===== src/rtl/icl_pkg.sv =====
package icl_pkg;
  localparam int PKT_W   = 33;
  localparam int WORD_W  = 32;
  localparam int WORDS   = 8;
  localparam int CMD_W   = 3;
  localparam int ADDR_W  = 27;
  localparam int IDX_W   = $clog2(WORDS);
  localparam int LINE_W  = WORDS * WORD_W;

  typedef enum logic [1:0] {
    OP_INV_LINE  = 2'd0,
    OP_INV_MINI  = 2'd1,
    OP_LOAD_MAIN = 2'd2,
    OP_LOAD_MINI = 2'd3
  } op_e;

  typedef struct packed {
    logic             takeHdr;
    logic             takeWord;
    logic [IDX_W-1:0] wordSel;
  } strobes_t;
endpackage


===== src/rtl/icl_datapath.sv =====
module icl_datapath
  import icl_pkg::*;
(
  input  logic              clk,
  input  logic              testReset,
  input  logic              shiftEn,
  input  logic              tdi,
  input  strobes_t          strb,
  output logic [CMD_W-1:0]  hdrCmd,
  output logic              parityOk,
  output logic [ADDR_W-1:0] lineAddr,
  output logic [LINE_W-1:0] lineData
);
  logic [PKT_W-1:0] shiftReg;
  logic             unusedRsvd;

  always_ff @(posedge clk) begin
    if (testReset)    shiftReg <= '0;
    else if (shiftEn) shiftReg <= {tdi, shiftReg[PKT_W-1:1]};
  end

  assign hdrCmd     = shiftReg[CMD_W-1:0];
  assign parityOk   = ~(^shiftReg);
  assign unusedRsvd = ^shiftReg[PKT_W-ADDR_W-1:CMD_W];

  always_ff @(posedge clk) begin
    if (testReset)         lineAddr <= '0;
    else if (strb.takeHdr) lineAddr <= shiftReg[PKT_W-1:PKT_W-ADDR_W];
  end

  for (genvar g = 0; g < WORDS; g++) begin : g_word
    always_ff @(posedge clk) begin
      if (testReset)
        lineData[g*WORD_W +: WORD_W] <= '0;
      else if (strb.takeWord && strb.wordSel == IDX_W'(g))
        lineData[g*WORD_W +: WORD_W] <= shiftReg[WORD_W-1:0];
    end
  end
endmodule


===== src/rtl/icl_ctrl.sv =====
module icl_ctrl
  import icl_pkg::*;
(
  input  logic             clk,
  input  logic             testReset,
  input  logic             updateEn,
  input  logic [CMD_W-1:0] hdrCmd,
  input  logic             parityOk,
  output strobes_t         strb,
  output logic             reqValid,
  output op_e              reqOp,
  output logic             cmdErr,
  output logic             parityErr
);
  logic             inData;
  logic [IDX_W-1:0] wordCnt;
  logic             loadMini;
  logic             lineBad;

  always_comb begin
    strb.takeHdr  = updateEn && !inData;
    strb.takeWord = updateEn && inData;
    strb.wordSel  = wordCnt;
  end

  always_ff @(posedge clk) begin
    if (testReset) begin
      inData    <= 1'b0;
      wordCnt   <= '0;
      loadMini  <= 1'b0;
      lineBad   <= 1'b0;
      reqValid  <= 1'b0;
      reqOp     <= OP_INV_LINE;
      cmdErr    <= 1'b0;
      parityErr <= 1'b0;
    end else begin
      reqValid <= 1'b0;
      if (strb.takeHdr) begin
        case (hdrCmd)
          3'd0: begin reqValid <= 1'b1; reqOp <= OP_INV_LINE; end
          3'd1: begin reqValid <= 1'b1; reqOp <= OP_INV_MINI; end
          3'd2, 3'd3: begin
            inData   <= 1'b1;
            wordCnt  <= '0;
            loadMini <= hdrCmd[0];
            lineBad  <= 1'b0;
          end
          default: cmdErr <= 1'b1;
        endcase
      end
      if (strb.takeWord) begin
        if (!parityOk) parityErr <= 1'b1;
        if (wordCnt == IDX_W'(WORDS-1)) begin
          inData  <= 1'b0;
          wordCnt <= '0;
          if (!lineBad && parityOk) begin
            reqValid <= 1'b1;
            reqOp    <= loadMini ? OP_LOAD_MINI : OP_LOAD_MAIN;
          end
        end else begin
          wordCnt <= wordCnt + 1'b1;
          lineBad <= lineBad | ~parityOk;
        end
      end
    end
  end
endmodule


===== src/rtl/icl_loader.sv =====
module icl_loader
  import icl_pkg::*;
(
  input  logic              clk,
  input  logic              testReset,
  input  logic              shiftEn,
  input  logic              updateEn,
  input  logic              tdi,
  output logic              reqValid,
  output logic [1:0]        reqOp,
  output logic [ADDR_W-1:0] reqAddr,
  output logic [LINE_W-1:0] lineData,
  output logic              cmdErr,
  output logic              parityErr
);
  strobes_t         strb;
  logic [CMD_W-1:0] hdrCmd;
  logic             parityOk;
  op_e              opSel;

  icl_datapath dp_i (
    .clk(clk), .testReset(testReset), .shiftEn(shiftEn), .tdi(tdi),
    .strb(strb), .hdrCmd(hdrCmd), .parityOk(parityOk),
    .lineAddr(reqAddr), .lineData(lineData)
  );

  icl_ctrl ctrl_i (
    .clk(clk), .testReset(testReset), .updateEn(updateEn),
    .hdrCmd(hdrCmd), .parityOk(parityOk), .strb(strb),
    .reqValid(reqValid), .reqOp(opSel), .cmdErr(cmdErr), .parityErr(parityErr)
  );

  assign reqOp = opSel;
endmodule


===== config.mk =====
export PLATFORM = sky130hd
export DESIGN_NAME = icl_loader
export DESIGN_NICKNAME = d
export VERILOG_FILES = /design/src/rtl/icl_pkg.sv /design/src/rtl/icl_datapath.sv /design/src/rtl/icl_ctrl.sv /design/src/rtl/icl_loader.sv
export SDC_FILE = /design/constraint.sdc
export NUM_CORES = 1
export LEC_CHECK = 0
export ABC_AREA = 1
export ABC_CLOCK_PERIOD_IN_PS = 2780
export BUFFER_PORTS_ARGS = -buffer_cell sky130_fd_sc_hd__buf_2
export CAP_MARGIN = 20
export CORE_UTILIZATION = 50
export CTS_BUF_LIST = sky130_fd_sc_hd__clkbuf_8
export CTS_CLUSTER_DIAMETER = 200
export DETAILED_ROUTE_END_ITERATION = 6
export HOLD_SLACK_MARGIN = 0.15
export PLACE_DENSITY = 0.77
export RECOVER_POWER = 100
export SLEW_MARGIN = 25
export SYNTH_ARGS = -nofsm -noshare
export SYNTH_HDL_FRONTEND = slang
export SYNTH_SLANG_ARGS = --single-unit

===== constraint.sdc =====
create_clock -name clk -period 2.78 [get_ports clk]
set_input_delay 0.695 -clock clk [delete_from_list [all_inputs] [get_ports clk]]
set_output_delay 0.695 -clock clk [all_outputs]
set_load 0.01 [all_outputs]

; Word level (Yosys, flattened, before mapping)
; Cells that the tools add are included.
; Widths: inputs -> output; s select.
[word_totals]
register_bits = 327
latchBits = 0
ramBits = 0
romBits = 0
inputBits = 5
output_inout_bits = 288
elab_cells = 80
mem_count = 0
[op_classes]
add_sub_neg = 1
multipliers = 0
div_mod_pow = 0
n_lt_le_gt_ge = 0
eq_ne = 10
shifts = 0
mux = 23
n_bitwise = 3
n_reduce_logical = 25
[ops]
columns = operator, n
row1 = $reduce_xor 33->1, 1
row2 = $mux 1, 14
row3 = $eq 3x2->1 const B, 4
row4 = $eq 3x3->1 const B, 4
row5 = $mux 3, 4
row6 = $logic_and 1x1->1, 11
row7 = $mux 2, 4
row8 = $reduce_and 2->1, 4
row9 = $eq 3x1->1 const B, 2
row10 = $logic_not 3->1, 2
row11 = $pmux 2 s2, 1
row12 = $reduce_bool 2->1, 2
row13 = $reduce_or 2->1, 2
row14 = $reduce_or 4->1, 1
row15 = $add 3x1->3 const B, 1
row16 = $logic_not 1->1, 2
row17 = $not 1->1, 2
row18 = $or 1x1->1, 1

; Depth between registers and ports, before layout
[depth]
ltp_word = 7
depth_mapped = 18
mapped_depth_nobuf = 16

; Modules after synthesis
; From an unflattened synthesis, not the netlist that was laid out.
[hier_totals]
hier_cells = 1457
hier_area_um2 = 12508.2
[modules_own_cells]
columns = mod, instances, cells_each, area_each_um2, seq_area_each_um2
row1 = icl_datapath, 1, 1392, 12011.5, 6326.1
row2 = icl_ctrl, 1, 65, 496.7, 220.2

; Worst setup path before layout
; Ideal clock, no wire load.
[synth_timing]
kind = register to register
start = register dp_i.shiftReg[0]
end = register ctrl_i.lineBad
setup_time_ps = 130
arrival_time_ps = 1732
required_ps = 2650
setup_slack_ps = 918
stages_incl_launch_ff = 15
path_buffers = 0
synth_period_minus_slack_ps = 1862
path_cell_list = dfxtp_1 -> clkinv_1 -> ha_1 -> inv_1 -> nand3_1 -> nand2_1 -> inv_1 -> nand2_1 -> nand2_1 -> nand3_1 -> nand2_2 -> nand2_4 -> nand2_1 -> nor3_2 -> nor3_2
[synth_between]
elab_chain_cells = 6
word_cells_on_any_way = 9
cone_classes = eq/ne (2) / mux (4) / bitwise (1) / reduce/logical (2)
[synth_lines]
columns = item, line_no
row1 = start: declaration, icl_datapath.sv:14  ; logic [PKT_W-1:0] shiftReg;
row2 = start signal: assignment, icl_datapath.sv:19  ; else if (shiftEn) shiftReg <= {tdi, shiftReg[PKT_W-1:1]};
row3 = $eq 3x2->1, icl_ctrl.sv:39  ; case (hdrCmd)
row4 = $reduce_or 2->1, icl_ctrl.sv:39
row5 = $mux 1, icl_ctrl.sv:39
row6 = $mux 1, icl_ctrl.sv:38  ; if (strb.takeHdr) begin
row7 = $mux 1, icl_ctrl.sv:53  ; if (wordCnt == IDX_W'(WORDS-1)) begin
row8 = $mux 1 *, icl_ctrl.sv:51  ; if (strb.takeWord) begin
row9 = end signal: assignment, icl_ctrl.sv:62  ; lineBad <= lineBad | ~parityOk;
row10 = end: declaration, icl_ctrl.sv:18  ; logic lineBad;
; Every way passes the cells marked *; elsewhere a longest branch is shown, timed or not.
; A chain may end at the register's enable or synchronous reset.

; Worst setup path after layout
[layout_timing]
start = register dp_i.shiftReg[14]
end = register ctrl_i.lineBad
[layout_between]
elab_chain_cells = 4
[layout_lines]
columns = item, line_no
row1 = $reduce_xor 33->1, icl_datapath.sv:23  ; assign parityOk = ~(^shiftReg);
row2 = $or 1x1->1, icl_ctrl.sv:62
row3 = $mux 1, icl_ctrl.sv:53
row4 = $mux 1, icl_ctrl.sv:51
; Every way passes these cells.

==> impl_metrics.ini <==
[placement]
placed_area_um2 = 13500
io_buffers = 292
post-dp-hpwl_um = 23000
gp_congestion = 0.860
dp.cells = 1945

[timing]
slew_headroom = 0.295
period_needed_ps = 2270
max_freq_mhz = 440
worst_slew_pin_slew_ps = 1060
finalSetupViolCount = 0
fin_setup_tns_ps = 0
rsz0062_at_grt = no
drv_slew = 0
hold_viol_final = 0
finClkSkew_ps = 18.4
period_share = 0.818

[power]
cellPowerDensity_nw_per_um2 = 676
comb_power_share = 0.069
swShare = 0.250
switchingPower_mw = 2.37
power.internal_mw = 7.11
leakage_nw = 5.72
peakVddDrop_uv = 395
pwr-share-clk = 0.420
seqPwrFrac = 0.511

[hold_path]
hold_class = input port to flop

[clock_tree]
clk-insertion-delay-late_ps = 570
post_cts_buffers = 0
h-tree-depth = 2
cts_sinks = 327
numCtsBuffers = 50
clk_path_buf_depth = 3
root_buffer = clkbuf_8
post_cts_resized = 0
cts.reportedPaths.clkPinSlew_ps = 60
tritoncts = built
ctsHoldBuffers = 0

[die]
num_rows = 55
die_area_um2 = 24200
start_util = 0.516
die_h_um = 156
dieWidth_um = 156
ios = 293
coreArea_um2 = 22900

[critical_path]
r2r_cells = 11
worst_setup_path_end_kind = flop
timing.rr.start = dp_i.shiftReg[14]
crit_required_ps = 3210
arrival_ps = 2700
setup.worst_path.start = dp_i.shiftReg[14]
worstReg2RegEnd = ctrl_i.lineBad
crit_type = flop to flop
endpoint = ctrl_i.lineBad
start_kind = flop
ff2ff_setup_slack_ps = 510
path_max_fanout = 13

[yosys]
syn-num-nets = 1451
synthCells = 1436
ys_types = 29
synthArstFlopShare = 0
synth-seq-cells = 327
ys_top_cells_by_area = dfxtp_1 (55%), o21ai_0 (12%), a21oi_1 (11%)
synth.most_common_cell = dfxtp_1
synth_edf_count = 0
synth_top_area_frac = 0.554
ys.flop_type = dfxtp_1
ys_seq_area_frac = 0.554
yosysTopAreaCell = dfxtp_1
postSynthAreaPerCell_um2 = 8.23
yosysWarnings = 0
netlist_area_um2 = 11800
netlist_top_cells_count = dfxtp_1 (327), o21ai_0 (289), a21oi_1 (262)

[grt]
grt_max_degree = 71
grt_use_total = 0.281
grt_pass1_wl_um = 53600
grt_pass1_vias = 9867
grt_overflow = 0
antenna_found_initial = 0

[drt]
viasPerCell = 5.38
drc = 0
routed_wl_um = 35200
drtPass1Iterations = 5
wl_per_cell_um = 17.3
ant_nets = 0
drt_iter0_markers = 766
via_count = 10900

[cells_and_area]
num_antenna_cells = 0
area_growth_pct = 18.6
utilization = 0.612
multi_input_area_um2 = 4450
instances_no_fill = 2035
register_area_um2 = 6550
fin_area_um2 = 14000
nNetsFinal = 1699
drive_above_1_share = 0.0767
fillers = 2174

[outcome]
status = finished clean

[run]
max_cap_viol_count = 0
[state kept, by name (all words and copies together) (netlist names)]
name	count
ctrl_i.wordCnt	3
ctrl_i.reqOp	2
dp_i.lineAddr	27
ctrl_i.lineBad	1
ctrl_i.inData	1
dp_i.lineData	256
dp_i.shiftReg	33
ctrl_i.loadMini	1
ctrl_i.cmdErr	1
ctrl_i.parityErr	1
ctrl_i.reqValid	1
[power by group through the flow]
stage	Sequential [mW]	Combinational, mW	Clock (mW)
global route	4.85	0.716	4.23
CTS	4.84	0.678	4.01
global placement	4.94	0.660	0
detailed placement	4.94	0.676	0
finish	4.84	0.657	3.98
floorplan	4.95	0.445	0
[worst max-delay path, cell delays in order, from the launching register on]
cell	delay (ps)
dfxtp_1	300
clkbuf_1	660
xnor2_1	190
nand2_1	70
nand2_1	90
nand3_1	100
nand3_1	150
nand2_2	60
nand2_1	110
nand2_1	120
nor3_1	230
nor3_2	60
[cell type report]
type                            instances  area share
Clock buffer                           64      0.0628
Clock inverter                         26     0.00982
Inverter                               57      0.0156
Multi-Input combinational cell        923       0.318
Sequential cell                       327       0.467
Tap cell                              313      0.0279
Timing Repair Buffer                  325      0.0991
[cells in the final DEF, fill, tap and decap left out]
cell and instances:
a31oi_1 1, o21ai_0 289, xnor2_1 5, xor2_1 5, clkbuf_2 6, inv_8 1
nor2_8 1, nand3_2 1, or2_2 1, inv_1 56, nand2_1 156, clkbuf_1 294
nand2_2 5, clkinv_1 2, nor2_4 1, clkbuf_8 64, inv_6 1, a21oi_1 262
clkinv_2 2, nor2_1 133, buf_4 16, dfxtp_1 327, nand4_4 1, buf_2 3
nor3_1 7, inv_2 19, ha_1 10, bufinv_16 1, nand3_1 41, a32oi_1 1
xor2_4 1, nor3_2 1, clkinvlp_4 1, or2_1 1, buf_12 6
[per-stage QoR]
stage / hold slack, ps / power (mW) / setup WS [ps]
floorplan: 448 / 5.39 / 918
global placement: 446 / 5.60 / 599
detailed placement: 449 / 5.62 / 476
CTS: 358 / 9.53 / 673
global route: 377 / 9.80 / 295
finish: 383 / 9.48 / 507
[how the worst min path moves through the flow]
| stage | start | end | slack (ps) | depth (start not counted) |
|---|---|---|---|---|
| final | tdi | dp_i.shiftReg[32] | 380 | 3 |
| after CTS | tdi | dp_i.shiftReg[32] | 360 | 3 |
| after global routing | tdi | dp_i.shiftReg[32] | 380 | 3 |
| after detailed placement | dp_i.lineData[103] | dp_i.lineData[103] | 450 | 2 |
| after global placement | dp_i.lineData[126] | dp_i.lineData[126] | 450 | 2 |
| after floorplan | ctrl_i.loadMini | ctrl_i.reqOp[0] | 450 | 2 |
[metal layers]
| metal | routed length (um) | GRT usage |
|---|---|---|
| met5 | 0 | 0 |
| met4 | 1180 | 0.117 |
| met3 | 2870 | 0.0722 |
| met2 | 15800 | 0.431 |
| met1 | 15400 | 0.376 |
[cell families after synthesis]
logic type      count (synthesis)  synth area share
flops                         327             0.554
xor+xnor                       11           0.00974
fa+ha+maj                      10            0.0106
simple gates                  349             0.122
compound gates                553             0.235
buf+inv                       186            0.0685
No activity file was read; power rests on OpenSTA's default activity.
